[src/rtl/cfgm_pkg.sv]
package cfgm_pkg;
  localparam int          BYTE_W = 8;
  localparam logic [7:0]  RD_OP  = 8'h03;

  typedef enum logic [2:0] {
    ST_IDLE,
    ST_SHIFT,
    ST_CHK,
    ST_ERR,
    ST_INIT,
    ST_USER
  } cfg_state_e;
endpackage

[src/rtl/cfgm_sclk_gen.sv]
module cfgm_sclk_gen #(
  parameter int CLK_HALF = 2
) (
  input  logic clk_i,
  input  logic rst_ni,
  input  logic en_i,
  output logic sclk_o,
  output logic rise_o,
  output logic fall_o
);
  localparam int CW = (CLK_HALF > 1) ? $clog2(CLK_HALF) : 1;

  logic [CW-1:0] cnt_q;
  logic          sclk_q;
  logic          tick;

  assign tick   = en_i && (cnt_q == CW'(CLK_HALF - 1));
  assign rise_o = tick && !sclk_q;
  assign fall_o = tick && sclk_q;
  assign sclk_o = sclk_q;

  always_ff @(posedge clk_i or negedge rst_ni) begin
    if (!rst_ni) begin
      cnt_q  <= '0;
      sclk_q <= 1'b0;
    end else if (!en_i) begin
      cnt_q  <= '0;
      sclk_q <= 1'b0;
    end else if (tick) begin
      cnt_q  <= '0;
      sclk_q <= ~sclk_q;
    end else begin
      cnt_q  <= cnt_q + 1'b1;
    end
  end
endmodule

[src/rtl/cfgm_deser.sv]
module cfgm_deser import cfgm_pkg::*; (
  input  logic              clk_i,
  input  logic              rst_ni,
  input  logic              clr_i,
  input  logic              cap_i,
  input  logic              bit_i,
  output logic [BYTE_W-1:0] byte_o,
  output logic              valid_o
);
  localparam int BW = $clog2(BYTE_W);

  logic [BW-1:0]     cnt_q;
  logic [BYTE_W-1:0] sr_q;
  logic [BYTE_W-1:0] sr_nxt;

  assign sr_nxt = {sr_q[BYTE_W-2:0], bit_i};

  always_ff @(posedge clk_i or negedge rst_ni) begin
    if (!rst_ni) begin
      cnt_q   <= '0;
      sr_q    <= '0;
      byte_o  <= '0;
      valid_o <= 1'b0;
    end else if (clr_i) begin
      cnt_q   <= '0;
      valid_o <= 1'b0;
    end else if (cap_i) begin
      sr_q    <= sr_nxt;
      cnt_q   <= cnt_q + 1'b1;
      valid_o <= (cnt_q == BW'(BYTE_W - 1));
      if (cnt_q == BW'(BYTE_W - 1)) byte_o <= sr_nxt;
    end else begin
      valid_o <= 1'b0;
    end
  end
endmodule

[src/rtl/cfgm_master.sv]
module cfgm_master import cfgm_pkg::*; #(
  parameter int CLK_HALF  = 2,
  parameter int ERR_CYC   = 8,
  parameter int INIT_CYC  = 16,
  parameter int GRACE_CYC = 32,
  parameter int LEN_W     = 32,
  parameter int ADDR_W    = 24
) (
  input  logic              clk_i,
  input  logic              rst_ni,
  input  logic              reconfig_ni,
  input  logic [ADDR_W-1:0] start_addr_i,
  input  logic [LEN_W-1:0]  bit_len_i,
  input  logic              done_i,
  input  logic              miso_i,
  output logic              cs_no,
  output logic              sclk_o,
  output logic              mosi_o,
  output logic [BYTE_W-1:0] byte_o,
  output logic              byte_valid_o,
  output logic              status_no,
  output logic              user_mode_o
);
  localparam int CMD_W = BYTE_W + ADDR_W;
  localparam int CNT_W = LEN_W + 1;
  localparam int T_A   = (ERR_CYC > INIT_CYC) ? ERR_CYC : INIT_CYC;
  localparam int T_MAX = (T_A > GRACE_CYC) ? T_A : GRACE_CYC;
  localparam int TMR_W = $clog2(T_MAX + 1);

  cfg_state_e       state_q;
  logic [CNT_W-1:0] fall_cnt_q;
  logic [CNT_W-1:0] total_bits;
  logic [CMD_W-1:0] cmd_q;
  logic [TMR_W-1:0] tmr_q;
  logic             shifting;
  logic             sclk_raw, rise_tick, fall_tick;
  logic             last_fall, cap;

  assign shifting   = (state_q == ST_SHIFT);
  assign total_bits = CNT_W'(bit_len_i) + CNT_W'(CMD_W);
  assign last_fall  = fall_tick && (fall_cnt_q == total_bits - 1'b1);
  assign cap        = fall_tick && (fall_cnt_q >= CNT_W'(CMD_W));

  cfgm_sclk_gen #(.CLK_HALF(CLK_HALF)) i_sclk (
    .clk_i  (clk_i),
    .rst_ni (rst_ni),
    .en_i   (shifting),
    .sclk_o (sclk_raw),
    .rise_o (rise_tick),
    .fall_o (fall_tick)
  );

  cfgm_deser i_deser (
    .clk_i   (clk_i),
    .rst_ni  (rst_ni),
    .clr_i   (state_q == ST_IDLE),
    .cap_i   (cap),
    .bit_i   (miso_i),
    .byte_o  (byte_o),
    .valid_o (byte_valid_o)
  );

  always_ff @(posedge clk_i or negedge rst_ni) begin
    if (!rst_ni) begin
      state_q    <= ST_IDLE;
      fall_cnt_q <= '0;
      cmd_q      <= '0;
      tmr_q      <= '0;
    end else if (!reconfig_ni) begin
      state_q <= ST_IDLE;
      tmr_q   <= '0;
    end else begin
      unique case (state_q)
        ST_IDLE: begin
          state_q    <= ST_SHIFT;
          fall_cnt_q <= '0;
          cmd_q      <= {RD_OP, start_addr_i};
        end
        ST_SHIFT: begin
          if (done_i) begin
            // completion before the stream ended
            state_q <= ST_ERR;
            tmr_q   <= '0;
          end else if (fall_tick) begin
            fall_cnt_q <= fall_cnt_q + 1'b1;
            cmd_q      <= {cmd_q[CMD_W-2:0], 1'b0};
            if (last_fall) begin
              state_q <= ST_CHK;
              tmr_q   <= '0;
            end
          end
        end
        ST_CHK: begin
          if (done_i) begin
            state_q <= ST_INIT;
            tmr_q   <= '0;
          end else if (tmr_q == TMR_W'(GRACE_CYC - 1)) begin
            state_q <= ST_ERR;
            tmr_q   <= '0;
          end else begin
            tmr_q <= tmr_q + 1'b1;
          end
        end
        ST_ERR: begin
          if (tmr_q == TMR_W'(ERR_CYC - 1)) state_q <= ST_IDLE;
          else                              tmr_q   <= tmr_q + 1'b1;
        end
        ST_INIT: begin
          if (tmr_q == TMR_W'(INIT_CYC - 1)) state_q <= ST_USER;
          else                               tmr_q   <= tmr_q + 1'b1;
        end
        ST_USER: state_q <= ST_USER;
        default: state_q <= ST_IDLE;
      endcase
    end
  end

  assign cs_no       = !shifting;
  assign sclk_o      = sclk_raw && shifting;
  assign mosi_o      = shifting && cmd_q[CMD_W-1];
  assign status_no   = (state_q != ST_ERR);
  assign user_mode_o = (state_q == ST_USER);

  logic unused_rise;
  assign unused_rise = rise_tick;
endmodule

[config.mk]
export PLATFORM = sky130hd
export DESIGN_NAME = cfgm_master
export DESIGN_NICKNAME = d
export VERILOG_FILES = /design/src/rtl/cfgm_pkg.sv /design/src/rtl/cfgm_sclk_gen.sv /design/src/rtl/cfgm_deser.sv /design/src/rtl/cfgm_master.sv
export SDC_FILE = /design/constraint.sdc
export NUM_CORES = 1
export LEC_CHECK = 0
export ABC_AREA = 1
export BUFFER_PORTS_ARGS = -buffer_cell sky130_fd_sc_hd__buf_4
export CAP_MARGIN = 20
export CORE_MARGIN = 2
export CORE_UTILIZATION = 25
export DETAILED_ROUTE_END_ITERATION = 12
export GPL_ROUTABILITY_DRIVEN = 1
export HOLD_SLACK_MARGIN = 0.1
export PLACE_DENSITY_LB_ADDON = 0.3
export SLEW_MARGIN = 15
export SYNTH_ARGS = -nofsm -noshare
export SYNTH_HDL_FRONTEND = slang
export SYNTH_SLANG_ARGS = --single-unit
[constraint.sdc]
create_clock -name clk_i -period 5.5 [get_ports clk_i]
set_input_delay 1.1 -clock clk_i [delete_from_list [all_inputs] [get_ports clk_i]]
set_output_delay 1.1 -clock clk_i [all_outputs]
set_load 0.01 [all_outputs]
==> results.sh <==
export IMPL_critPathKind="reg2reg"
export IMPL_syn_to_final_growth_pct=18.1
export IMPL_fin_skew_ps=7.32
export IMPL_clockBufferDepth=2
export IMPL_grt_first_pass_wirelength_um=27200
export IMPL_synth_seq_cells=95
export IMPL_hp_class="reg2reg"
export IMPL_nFillCells=2729
export IMPL_post_cts_setup_buffers=0
export IMPL_critPathMaxFanout=52
export IMPL_power_density_nw_per_um2=299
export IMPL_port_buffers=74
export IMPL_arrival_ps=3500
export IMPL_run_status="finished clean"
export IMPL_cts_hold_buf=0
export IMPL_clk_pin_slew_ps=70
export IMPL_cts_sinks=95
export IMPL_crit_path_cell_trace="nand3_4 > clkinv_4 > nand2_4 > nand2_4 > nand3_1 > clkinv_1 > a21oi_1 > o21a_1"
export IMPL_required_ps=5790
export IMPL_drv_slew=0
export IMPL_synth_nets=932
export IMPL_first_iter_violations=445
export IMPL_rsz0062_at_grt="no"
export IMPL_die_area_um2=26700
export IMPL_vias=5669
export IMPL_die_w_um=163
export IMPL_clk_root_buffer_cell="clkbuf_16"
export IMPL_grt_usage=0.127
export IMPL_n_antenna_cell=0
export IMPL_numCtsBuffers=9
export IMPL_globalRoute_totalOverflow=0
export IMPL_coreArea_um2=25000
export IMPL_layout_worst_path_cycle_share=0.584
export IMPL_grt_pass1_vias=5488
export IMPL_synth_edf_count=0
export IMPL_worstSkewPairLatency_ps=350
export IMPL_critical_path_max_stage_delay_ps=690
export IMPL_cap_violations=0
export IMPL_cp_start_kind="flip-flop"
export IMPL_grt_max_degree=66
export IMPL_wl_per_cell_um=12.8
export IMPL_dr_pass1_iters=5
export IMPL_antenna_found_initial=0
export IMPL_postSynthAreaPerCell_um2=7.35
export IMPL_hpwl_um=12400
export IMPL_tightest_slew_ps=979
export IMPL_fin_nets=996
export IMPL_die_h_um=163
export IMPL_ant_nets=0
export IMPL_critPathSlowestCell="nand3_1"
export IMPL_cts_tree="yes"
export IMPL_fin_crit_ps=3210
export IMPL_synth_cell_type_count=46
export IMPL_ys_seq_area_frac=0.374
export IMPL_drc=0
export IMPL_power_leakage_nw=3.43
export IMPL_vdd_drop_max_mv=0.197
export IMPL_cts_repair_resize_count=0
export IMPL_crit_path_frequent_cell="nand2_4"
export IMPL_yosysWarnings=0
export IMPL_via_per_inst=4.48
export IMPL_initial_core_util=0.254
export IMPL_row_count=58
export IMPL_whs_ps=453
export IMPL_routabilityCongestion=0.820
export IMPL_fmax_ghz=0.312
export IMPL_layout_drive_gt1_share=0.161
export IMPL_setup_violations=0
export IMPL_ios=75
export IMPL_synthCells=865
export IMPL_synth_top_flop_cell="dfrtp_1"
export IMPL_synthesis_area_um2=6360
export IMPL_cp_end_kind="flip-flop"
export IMPL_async_reset_ff_frac=1.00
export IMPL_relSlewSlack=0.345
export IMPL_final_hold_viol_count=0
export IMPL_htree_levels=3
export IMPL_routed_wl_um=16200
export IMPL_setup_tns_ps=0
-- per-layer routing --
layer  vias to the layer above  wire length, um  GRT usage
met5                         -                0          0
met4                         0              222     0.0407
met3                        12              842     0.0206
met2                       120             6940      0.197
met1                      2588             8200      0.181
li1                       2949                -          -
-- path summary, 6_finish.rpt --
kind,cells after the start,slack (ps),to,start
max,8,2290,fall_cnt_q[19],state_q[0]
min,1,450,i_sclk.cnt_q,i_sclk.cnt_q
max reg2reg,8,2290,fall_cnt_q[19],state_q[0]
min reg2reg,1,450,i_sclk.cnt_q,i_sclk.cnt_q
max in group asynchronous,2,3670,cmd_q[20],rst_ni
min in group asynchronous,1,780,i_deser.byte_o[1],rst_ni
-- power breakdown --
part / total, mW / switching (mW) / internal (mW)
clock: 0.594 / 0.266 / 0.328
combinational: 0.754 / 0.513 / 0.242
sequential: 0.900 / 0.0662 / 0.834
total: 2.25 / 0.844 / 1.40
-- critical path, delay by kind of cell (launching register included) --
family | cells | cell delay (ps)
AOI/OAI and AO/OA | 2 | 400
DFF | 1 | 480
buffers and inverters | 2 | 960
and+or+nand+nor | 4 | 1310
-- synthesized netlist by cell type, types with 15 or more instances --
| master | n | area [um2] |
|---|---|---|
| o211ai_1 | 23 | 173 |
| clkbuf_1 | 17 | 63.8 |
| xor2_1 | 30 | 263 |
| nand4_1 | 18 | 113 |
| inv_1 | 118 | 443 |
| nand2_1 | 196 | 736 |
| nand3_1 | 44 | 220 |
| nor3_1 | 21 | 105 |
| a21oi_1 | 27 | 135 |
| nor2_1 | 85 | 319 |
| o21ai_0 | 57 | 285 |
| xnor2_1 | 15 | 131 |
| dfrtp_1 | 95 | 2380 |
-- cell type report --
class	count	area [um2]	share of cell area
inverter	126	479	0.0638
multi-input combinational	622	3400	0.453
clock inverter	4	20.0	0.00267
clock buffer	12	256	0.0342
sequential	95	2380	0.317
tap	330	413	0.0550
timing repair buffer	75	563	0.0750
-- state kept, by name, indices dropped and copies added, names as in the netlist --
signal,count
i_sclk.cnt_q,1
tmr_q,6
i_deser.valid_o,1
i_deser.byte_o,8
i_deser.sr_q,7
fall_cnt_q,33
i_sclk.sclk_o,1
state_q,3
i_deser.cnt_q,3
cmd_q,32
-- metrics by stage --
| step | std cells | util | cell area (um2) | power (mW) | worst slack [ps] |
|---|---|---|---|---|---|
| detailed placement | 1248 | 0.289 | 7230 | 1.67 | 2230 |
| floorplan | 865 | - | 6360 | 1.48 | 2740 |
| finish | 1264 | 0.300 | 7510 | 2.25 | 2290 |
| CTS | 1264 | 0.300 | 7510 | 2.28 | 2290 |
| global placement | 1248 | 0.289 | 7230 | 1.67 | 2240 |
| global route | 1264 | 0.300 | 7510 | 2.43 | 1930 |
-- placed cells by master, fill, tap and decap left out, types with 4 or more instances in the layout --
| cell type | instances |
|---|---|
| a21oi_1 | 27 |
| buf_4 | 75 |
| clkbuf_16 | 9 |
| clkinv_2 | 5 |
| dfrtp_1 | 95 |
| ha_1 | 6 |
| inv_1 | 118 |
| inv_2 | 5 |
| nand2_1 | 196 |
| nand2_2 | 11 |
| nand2_4 | 6 |
| nand3_1 | 44 |
| nand3_2 | 4 |
| nand3b_1 | 5 |
| nand4_1 | 18 |
| nor2_1 | 85 |
| nor2_2 | 11 |
| nor2_4 | 7 |
| nor3_1 | 21 |
| nor3_2 | 5 |
| nor4_1 | 11 |
| o211ai_1 | 23 |
| o21a_1 | 4 |
| o21ai_0 | 57 |
| o21ai_1 | 6 |
| o31ai_1 | 6 |
| xnor2_1 | 15 |
| xor2_1 | 30 |
-- kinds of logic (layout without fill, tap and decap cells) --
family | after synthesis | in the layout | synth area share
and+or+nand+nor | 433 | 433 | 0.331
buffers and inverters | 148 | 217 | 0.0913
AOI/OAI and AO/OA | 138 | 138 | 0.130
DFF | 95 | 95 | 0.374
xor gates and xnor gates | 45 | 45 | 0.0620
adders and majority gates | 6 | 6 | 0.0118
No activity file was read; power rests on OpenSTA's default activity.
